`src/rtl/pnp_cfg_pkg.sv`:
```
package pnp_cfg_pkg;

  localparam int BYTE_W  = 8;
  localparam int BASE_W  = 16;
  localparam int N_DEV   = 7;

  localparam logic [BYTE_W-1:0] KEY_B0     = 8'h87;
  localparam logic [BYTE_W-1:0] KEY_B1     = 8'h01;
  localparam logic [BYTE_W-1:0] KEY_B2     = 8'h55;
  localparam logic [BYTE_W-1:0] KEY_LAST_P = 8'h55;
  localparam logic [BYTE_W-1:0] KEY_LAST_A = 8'hAA;

  localparam logic [BYTE_W-1:0] REG_CTRL   = 8'h02;
  localparam logic [BYTE_W-1:0] REG_LDN    = 8'h07;
  localparam logic [BYTE_W-1:0] REG_ACT    = 8'h30;
  localparam logic [BYTE_W-1:0] REG_B0_HI  = 8'h60;
  localparam logic [BYTE_W-1:0] REG_B0_LO  = 8'h61;
  localparam logic [BYTE_W-1:0] REG_B1_HI  = 8'h62;
  localparam logic [BYTE_W-1:0] REG_B1_LO  = 8'h63;
  localparam logic [BYTE_W-1:0] REG_IRQ    = 8'h70;
  localparam logic [BYTE_W-1:0] CLOSE_VAL  = 8'h02;

  typedef enum logic [2:0] {
    KS_IDLE, KS_GOT1, KS_GOT2, KS_GOT3, KS_OPEN
  } key_state_e;

  function automatic logic [BYTE_W-1:0] slot_ldn(input int s);
    case (s)
      0: return 8'h01;
      1: return 8'h02;
      2: return 8'h04;
      3: return 8'h05;
      4: return 8'h06;
      5: return 8'h07;
      default: return 8'h0A;
    endcase
  endfunction

  function automatic logic [BASE_W-1:0] slot_mask0(input int s);
    case (s)
      2: return 16'h0FF0;
      3: return 16'h0FFF;
      4: return 16'h0000;
      default: return 16'h0FF8;
    endcase
  endfunction

  function automatic logic [BASE_W-1:0] slot_mask1(input int s);
    case (s)
      2: return 16'h0FF0;
      3: return 16'h0FFF;
      5: return 16'h0FF8;
      default: return 16'h0000;
    endcase
  endfunction

endpackage

```
`src/rtl/pnp_key_unlock.sv`:
```
module pnp_key_unlock
  import pnp_cfg_pkg::*;
(
  input  logic              clk,
  input  logic              rst_n,
  input  logic              strap_alt,
  input  logic              idx_wr,
  input  logic [BYTE_W-1:0] wdata,
  input  logic              relock,
  output logic              unlocked
);

  key_state_e        state_q, state_d;
  logic [BYTE_W-1:0] want;
  logic [BYTE_W-1:0] last_key;

  assign last_key = strap_alt ? KEY_LAST_A : KEY_LAST_P;
  assign unlocked = (state_q == KS_OPEN);

  always_comb begin
    case (state_q)
      KS_GOT1: want = KEY_B1;
      KS_GOT2: want = KEY_B2;
      KS_GOT3: want = last_key;
      default: want = KEY_B0;
    endcase
  end

  always_comb begin
    state_d = state_q;
    if (state_q == KS_OPEN) begin
      if (relock) state_d = KS_IDLE;
    end else if (idx_wr) begin
      if (wdata == want) begin
        case (state_q)
          KS_IDLE: state_d = KS_GOT1;
          KS_GOT1: state_d = KS_GOT2;
          KS_GOT2: state_d = KS_GOT3;
          default: state_d = KS_OPEN;
        endcase
      end else if (wdata == KEY_B0) begin
        state_d = KS_GOT1;
      end else begin
        state_d = KS_IDLE;
      end
    end
  end

  always_ff @(posedge clk or negedge rst_n) begin
    if (!rst_n) state_q <= KS_IDLE;
    else        state_q <= state_d;
  end

  // a matching fourth byte opens the port
  p_open_on_key_r2: assert property (@(posedge clk) disable iff (!rst_n)
    (state_q == KS_GOT3 && idx_wr && wdata == last_key) |=> unlocked);

  // a stray 0x87 while closed always restarts at the first byte
  p_restart_on_b0_r3: assert property (@(posedge clk) disable iff (!rst_n)
    (!unlocked && idx_wr && wdata == KEY_B0) |=> (state_q == KS_GOT1));

  // the close request shuts the port
  p_close_r6: assert property (@(posedge clk) disable iff (!rst_n)
    relock |=> !unlocked);

endmodule

```
`src/rtl/pnp_global_regs.sv`:
```
module pnp_global_regs
  import pnp_cfg_pkg::*;
(
  input  logic              clk,
  input  logic              rst_n,
  input  logic              unlocked,
  input  logic              host_wr,
  input  logic              host_addr,
  input  logic [BYTE_W-1:0] wdata,
  output logic [BYTE_W-1:0] index,
  output logic [BYTE_W-1:0] ldn,
  output logic              relock,
  output logic              dev_wr
);

  logic              idx_en, ldn_en, data_wr;
  logic [BYTE_W-1:0] index_d, ldn_d;

  assign data_wr = unlocked && host_wr && host_addr;
  assign idx_en  = unlocked && host_wr && !host_addr;
  assign ldn_en  = data_wr && (index == REG_LDN);
  assign relock  = data_wr && (index == REG_CTRL) && (wdata == CLOSE_VAL);
  assign dev_wr  = data_wr && (index != REG_LDN) && (index != REG_CTRL);

  always_comb begin
    index_d = idx_en ? wdata : index;
    ldn_d   = ldn_en ? wdata : ldn;
  end

  always_ff @(posedge clk or negedge rst_n) begin
    if (!rst_n) begin
      index <= '0;
      ldn   <= '0;
    end else begin
      index <= index_d;
      ldn   <= ldn_d;
    end
  end

  // nothing global moves while the port is closed
  p_closed_hold_r4: assert property (@(posedge clk) disable iff (!rst_n)
    !unlocked |=> ($stable(index) && $stable(ldn)));

endmodule

```
`src/rtl/pnp_dev_bank.sv`:
```
module pnp_dev_bank
  import pnp_cfg_pkg::*;
#(
  parameter logic [BASE_W-1:0] MASK0 = 16'h0FF8,
  parameter logic [BASE_W-1:0] MASK1 = 16'h0FF8
) (
  input  logic              clk,
  input  logic              rst_n,
  input  logic              wr_stb,
  input  logic [BYTE_W-1:0] index,
  input  logic [BYTE_W-1:0] wdata,
  output logic              active,
  output logic [BASE_W-1:0] io0,
  output logic [BASE_W-1:0] io1,
  output logic [BYTE_W-1:0] irq,
  output logic [BYTE_W-1:0] rd_byte
);

  logic              active_d;
  logic [BASE_W-1:0] io0_d, io1_d;
  logic [BYTE_W-1:0] irq_d;

  always_comb begin
    active_d = active;
    io0_d    = io0;
    io1_d    = io1;
    irq_d    = irq;
    if (wr_stb) begin
      case (index)
        REG_ACT:   active_d = wdata[0];
        REG_B0_HI: io0_d = {wdata, io0[BYTE_W-1:0]} & MASK0;
        REG_B0_LO: io0_d = {io0[BASE_W-1:BYTE_W], wdata} & MASK0;
        REG_B1_HI: io1_d = {wdata, io1[BYTE_W-1:0]} & MASK1;
        REG_B1_LO: io1_d = {io1[BASE_W-1:BYTE_W], wdata} & MASK1;
        REG_IRQ:   irq_d = wdata;
        default: ;
      endcase
    end
  end

  always_ff @(posedge clk or negedge rst_n) begin
    if (!rst_n) begin
      active <= 1'b0;
      io0    <= '0;
      io1    <= '0;
      irq    <= '0;
    end else begin
      active <= active_d;
      io0    <= io0_d;
      io1    <= io1_d;
      irq    <= irq_d;
    end
  end

  always_comb begin
    case (index)
      REG_ACT:   rd_byte = {{(BYTE_W-1){1'b0}}, active};
      REG_B0_HI: rd_byte = io0[BASE_W-1:BYTE_W];
      REG_B0_LO: rd_byte = io0[BYTE_W-1:0];
      REG_B1_HI: rd_byte = io1[BASE_W-1:BYTE_W];
      REG_B1_LO: rd_byte = io1[BYTE_W-1:0];
      REG_IRQ:   rd_byte = irq;
      default:   rd_byte = '0;
    endcase
  end

  // no stored base carries a bit outside its mask
  p_base_masked_r10: assert property (@(posedge clk) disable iff (!rst_n)
    ((io0 & ~MASK0) == '0) && ((io1 & ~MASK1) == '0));

  // a bank that is not written keeps its contents
  p_bank_hold_r7: assert property (@(posedge clk) disable iff (!rst_n)
    !wr_stb |=> ($stable(active) && $stable(io0) && $stable(io1) && $stable(irq)));

endmodule

```
`src/rtl/pnp_cfg_port.sv`:
```
module pnp_cfg_port
  import pnp_cfg_pkg::*;
(
  input  logic                     clk,
  input  logic                     rst_n,
  input  logic                     strap_alt,
  input  logic                     host_wr,
  input  logic                     host_rd,
  input  logic                     host_addr,
  input  logic [7:0]               host_wdata,
  output logic [7:0]               host_rdata,
  output logic                     cfg_open,
  output logic [N_DEV-1:0]         dev_active,
  output logic [N_DEV*BASE_W-1:0]  dev_io0,
  output logic [N_DEV*BASE_W-1:0]  dev_io1,
  output logic [N_DEV*BYTE_W-1:0]  dev_irq
);

  logic [1:0]        rst_sync;
  logic              rst_in_n;
  logic              unlocked, relock, dev_wr;
  logic [BYTE_W-1:0] index, ldn;
  logic [N_DEV-1:0]  dev_sel;
  logic [N_DEV-1:0][BYTE_W-1:0] bank_rd;
  logic [BYTE_W-1:0] bank_or, rdata_d;
  logic              rd_en;

  // asynchronous assert, synchronous release
  always_ff @(posedge clk or negedge rst_n) begin
    if (!rst_n) rst_sync <= 2'b00;
    else        rst_sync <= {rst_sync[0], 1'b1};
  end
  assign rst_in_n = rst_sync[1];

  pnp_key_unlock u_key (
    .clk      (clk),
    .rst_n    (rst_in_n),
    .strap_alt(strap_alt),
    .idx_wr   (host_wr && !host_addr),
    .wdata    (host_wdata),
    .relock   (relock),
    .unlocked (unlocked)
  );

  pnp_global_regs u_glb (
    .clk      (clk),
    .rst_n    (rst_in_n),
    .unlocked (unlocked),
    .host_wr  (host_wr),
    .host_addr(host_addr),
    .wdata    (host_wdata),
    .index    (index),
    .ldn      (ldn),
    .relock   (relock),
    .dev_wr   (dev_wr)
  );

  for (genvar s = 0; s < N_DEV; s++) begin : g_bank
    assign dev_sel[s] = (ldn == slot_ldn(s));
    pnp_dev_bank #(
      .MASK0(slot_mask0(s)),
      .MASK1(slot_mask1(s))
    ) u_bank (
      .clk    (clk),
      .rst_n  (rst_in_n),
      .wr_stb (dev_wr && dev_sel[s]),
      .index  (index),
      .wdata  (host_wdata),
      .active (dev_active[s]),
      .io0    (dev_io0[s*BASE_W +: BASE_W]),
      .io1    (dev_io1[s*BASE_W +: BASE_W]),
      .irq    (dev_irq[s*BYTE_W +: BYTE_W]),
      .rd_byte(bank_rd[s])
    );
  end

  assign cfg_open = unlocked;
  assign rd_en    = host_rd && !host_wr;

  always_comb begin
    bank_or = '0;
    for (int s = 0; s < N_DEV; s++) begin
      if (dev_sel[s]) bank_or = bank_or | bank_rd[s];
    end
    if (!unlocked)       rdata_d = 8'hFF;
    else if (!host_addr) rdata_d = index;
    else if (index == REG_LDN)  rdata_d = ldn;
    else if (index == REG_CTRL) rdata_d = '0;
    else                 rdata_d = bank_or;
  end

  always_ff @(posedge clk or negedge rst_in_n) begin
    if (!rst_in_n)  host_rdata <= '0;
    else if (rd_en) host_rdata <= rdata_d;
  end

  // a read while closed returns all ones
  p_closed_read_r4: assert property (@(posedge clk) disable iff (!rst_in_n)
    (rd_en && !unlocked) |=> (host_rdata == 8'hFF));

  // at most one bank is ever selected
  p_one_bank_r7: assert property (@(posedge clk) disable iff (!rst_in_n)
    $onehot0(dev_sel));

endmodule

```
`config.mk`:
```
export PLATFORM = sky130hd
export DESIGN_NAME = pnp_cfg_port
export DESIGN_NICKNAME = d
export VERILOG_FILES = /design/src/rtl/pnp_cfg_pkg.sv /design/src/rtl/pnp_key_unlock.sv /design/src/rtl/pnp_global_regs.sv /design/src/rtl/pnp_dev_bank.sv /design/src/rtl/pnp_cfg_port.sv
export SDC_FILE = /design/constraint.sdc
export NUM_CORES = 1
export LEC_CHECK = 0
export ABC_AREA = 1
export BUFFER_PORTS_ARGS = -buffer_cell sky130_fd_sc_hd__buf_2
export CELL_PAD_IN_SITES_DETAIL_PLACEMENT = 1
export CELL_PAD_IN_SITES_GLOBAL_PLACEMENT = 2
export CORE_ASPECT_RATIO = 0.75
export CORE_MARGIN = 5
export CORE_UTILIZATION = 30
export CTS_CLUSTER_SIZE = 30
export DETAILED_ROUTE_END_ITERATION = 8
export PLACE_DENSITY_LB_ADDON = 0.12
export SYNTH_ARGS = -nofsm -noshare
export SYNTH_HDL_FRONTEND = slang
export SYNTH_HIERARCHICAL = 1
export SYNTH_SLANG_ARGS = --single-unit
```
`constraint.sdc`:
```
create_clock -name clk -period 6.7 [get_ports clk]
set_input_delay 1.34 -clock clk [delete_from_list [all_inputs] [get_ports clk]]
set_output_delay 1.34 -clock clk [all_outputs]
set_load 0.005 [all_outputs]
```
==> summary.md <==
| Metric | Value |
|---|---|
| Sequential area share after synthesis | 0.3691 |
| CTS Buffer Depth | 2 |
| First-pass GRT wire length | around 66000 um |
| Synth async-reset ratio | 1.000 |
| ANT cells | 0 |
| CP arrival | ~3.6 ns |
| Pin count of the biggest net entering global routing | 58 |
| Worst Clk Skew | 0.01200 ns |
| Vias | around 11000 |
| Period minus WS final | 3.288 ns |
| FF-to-FF path depth | 11 |
| Dpl hpwl | 31980 um |
| Post-synth top area share | 0.3691 |
| Placeable core area | ~39000 um^2 |
| RR Endpoint | g_bank[5].u_bank/io0[4] |
| Critical path class | flop to flop |
| DR pass1 iterations | 4 |
| Final Cell Area | approximately 13000 um^2 |
| Area leader, netlist | dfrtp_1 |
| # Post-CTS Setup Buffers | 0 |
| CTS Sinks | around 180 |
| Endpoints failing setup | 0 |
| Root Driver | clkbuf_16 |
| # fillers | 5013 |
| Die width | between 200 and 250 um |
| Setup crit end kind | flop |
| Setup TNS | 0 ns |
| PortBufs | 170 |
| #FFs+latches synth | around 180 |
| Final Slew Violations | 0 |
| Hold Path Stages | 0 |
| Fin crit share | 0.4908 |
| Routed WL | between 40000 and 50000 um |
| Post-Layout Cell Count | 2351 |
| Reg-to-reg slack, setup | ~3.4 ns |
| Die footprint | roughly 44000 um^2 |
| CTS tree | yes |
| Status | finished, final reports clean |
| Reg-to-Reg Start | u_glb/index[1] |
| Hold Path Origin | rst_sync[0] |
| Rel. slew slack | 0.3570 |
| TritonCTS Buffers | 17 |
| Share of layout cells above drive strength 1 | 0.2206 |
| Number of DRC markers in iteration 0 | 499 |
| Area Growth Syn to Fin | 11.68% |
| Final GP Congestion | slightly below 0.8 |
| Grt met3 use | 0.03488 |
| Antenna Nets Post-Route | 0 |
| Initial Utilization | 0.3038 |
| Grt met1 use | 0.2795 |
| Crit path required time | between 7 and 8 ns |
| Post-synth EDFFs | 0 |
| Peak supply drop | 165.1 uV |
| Cts hold-fix bufs | 0 |
| Top post-synthesis cells by area | dfrtp_1 37%, nand2_1 18%, buf_4 9.1% |
| Final WS setup | between 3 and 4 ns |
| Count of cell types in the netlist | 36 |
| Pleak | 7.596 nW |
| Worst hold path class | flop to flop |
| FP Rows | 63 |
| DP Area | 12790 um^2 |
| Syn Std Cell Area | between 10000 and 15000 um^2 |
| Vias per inst | approximately 4.5 |
| Overall die height | about 180 um |
| Clk_lat worst skew | between 0.4 and 0.5 ns |
| Fmax | 304.1 MHz |
| Reg clk slew, reported paths | ~0.07 ns |
| Most used routing layer | met2 |
| Syn avg cell area | between 7 and 8 um^2 |
| WHS Endpoint | rst_sync[1] |
| Io pins | 310 |
| RSZ-0062 raised after global routing | false |
| H-Tree Depth | 4 |
| Total grt overflow | 0 |
| DRC Markers | 0 |
| Met2 Usage GRT | 0.3100 |
| Max cap viols | 0 |
| Vias in the first global route | ~11000 |
| Initial antenna violation count | 0 |
| PD cells | 198.2 nW/um^2 |
| Top_reg_cell synth | dfrtp_1 |
| Pre-CTS setup slack | a little under 3 ns |
| Yosys warns | 6 |
| Nets | 1832 |
| Syn Inst Count | 1653 |
| CP max FO | 22 |
| Inst Count DP | 2319 |
| Tightest Pin Transition | between 0.9 and 1 ns |
| Gr usage total | 0.1948 |
| Final hold violation count | 0 |
| DR WL/cell | between 15 and 20 um |
| Worst setup SP type | flop |
| Post-cts sizing count | 0 |
[worst max-delay path: stages, from the launching register on]
cell and delay (ns):
dfrtp_1 0.98, nand2_2 0.20, nor2_8 0.23, nand2_1 0.07
nand2_1 0.07, nor2_1 0.04, inv_1 0.30, nor2_1 0.19
inv_1 0.64, nor2_1 0.25, nand2_1 0.11, nand2_1 0.07
[sequential cells by signal, indices dropped and copies added, names as in the netlist]
register,count
g_bank.u_bank/io1,29
g_bank.u_bank/active,7
u_key/state_q,3
g_bank.u_bank/io0,56
u_glb/ldn,8
rst_sync,2
u_glb/index,8
host_rdata,8
g_bank.u_bank/irq,56
[Yosys cell counts (2+ instances only)]
cell type / n
nand2_4: 8
nand2_1: 570
nor3_1: 3
dfrtp_1: 177
nor2_8: 15
nand3_4: 5
nand3_2: 7
nand3_1: 160
a21oi_1: 15
inv_1: 131
o21ai_2: 32
nand3b_1: 2
o211ai_1: 2
buf_4: 145
nor2_1: 134
o21ai_1: 15
nor2_2: 26
nand2_2: 43
buf_6: 17
o22ai_1: 2
clkbuf_1: 2
conb_1: 8
buf_2: 5
nand4_1: 22
a21oi_2: 8
nor2_4: 19
o21ai_0: 49
inv_2: 23
[power by group]
| group | leakage [nW] | internal (mW) | switching (mW) |
|---|---|---|---|
| Clock | 0.292 | 0.613 | 0.476 |
| Sequential | 2.37 | 1.08 | 0.0236 |
| Combinational | 4.93 | 0.0956 | 0.370 |
| Total | 7.60 | 1.79 | 0.869 |
[cell families after synthesis]
family / after synthesis / share of synthesized area
other: 8 / 0.002503
AO/OA/AOI/OAI: 123 / 0.06444
AND/OR/NAND/NOR: 1020 / 0.4054
buffers and inverters: 325 / 0.1585
flip-flops: 177 / 0.3691
[area by class of cell]
class | instances | area (um^2) | share of cell area
tap | 520 | 650.6 | 0.04855
clock inverter | 10 | 148.9 | 0.01111
clock buffer | 22 | 464.2 | 0.03464
multi-input combinational | 1283 | 6163 | 0.4599
sequential | 177 | 4433 | 0.3308
timing repair buffer | 184 | 955.9 | 0.07133
inverter | 155 | 584.3 | 0.04360
[worst max-delay path by stage]
| stage | cells past startpoint | slack (ns) | from | endpoint |
|---|---|---|---|---|
| 3_3_place_gp | 11 | 2.97 | host_addr | g_bank[5].u_bank/io0[5] |
| 2_1_floorplan | 0 | 1.40 | rst_sync[1] | g_bank[0].u_bank/active |
| 3_5_place_dp | 11 | 2.89 | host_addr | g_bank[5].u_bank/io0[4] |
| 5_1_grt | 11 | 3.07 | host_addr | g_bank[5].u_bank/io1[7] |
| 4_1_cts | 11 | 3.29 | u_glb/index[1] | g_bank[5].u_bank/io0[4] |
| 6_report | 11 | 3.41 | u_glb/index[1] | g_bank[5].u_bank/io0[4] |
[through the flow]
step           hold WS (ns)    util  power [mW]
6_report             0.3585  0.3393       2.655
5_1_grt              0.3812  0.3393       2.790
4_1_cts              0.3673  0.3393       2.702
3_5_place_dp         0.3498  0.3238       1.592
3_3_place_gp         0.3377  0.3238       1.583
2_1_floorplan        0.3312       -       1.510
[cells in the final DEF (no fill, tap or decap), types with 7 or more instances in the layout]
| cell | Yosys | routed |
|---|---|---|
| clkbuf_16 | 0 | 17 |
| inv_2 | 23 | 23 |
| nand3_2 | 7 | 7 |
| nor2_4 | 19 | 19 |
| nand2_2 | 43 | 43 |
| nand3_1 | 160 | 160 |
| nand2_1 | 570 | 570 |
| nand4_1 | 22 | 22 |
| inv_1 | 131 | 131 |
| o21ai_0 | 49 | 49 |
| buf_4 | 145 | 14 |
| buf_2 | 5 | 170 |
| o21ai_2 | 32 | 32 |
| nand2_4 | 8 | 8 |
| nor2_1 | 134 | 134 |
| o21ai_1 | 15 | 15 |
| a21oi_1 | 15 | 15 |
| a21oi_2 | 8 | 8 |
| dfrtp_1 | 177 | 176 |
| nor2_2 | 26 | 26 |
| conb_1 | 8 | 140 |
| nor2_8 | 15 | 15 |
[per-layer routing]
metal,part of all wire,vias up
li1,-,5224
met1,0.49,5100
met2,0.46,166
met3,0.041,23
met4,0.010,0
met5,0,-
Power figures use the tool's default switching activity.
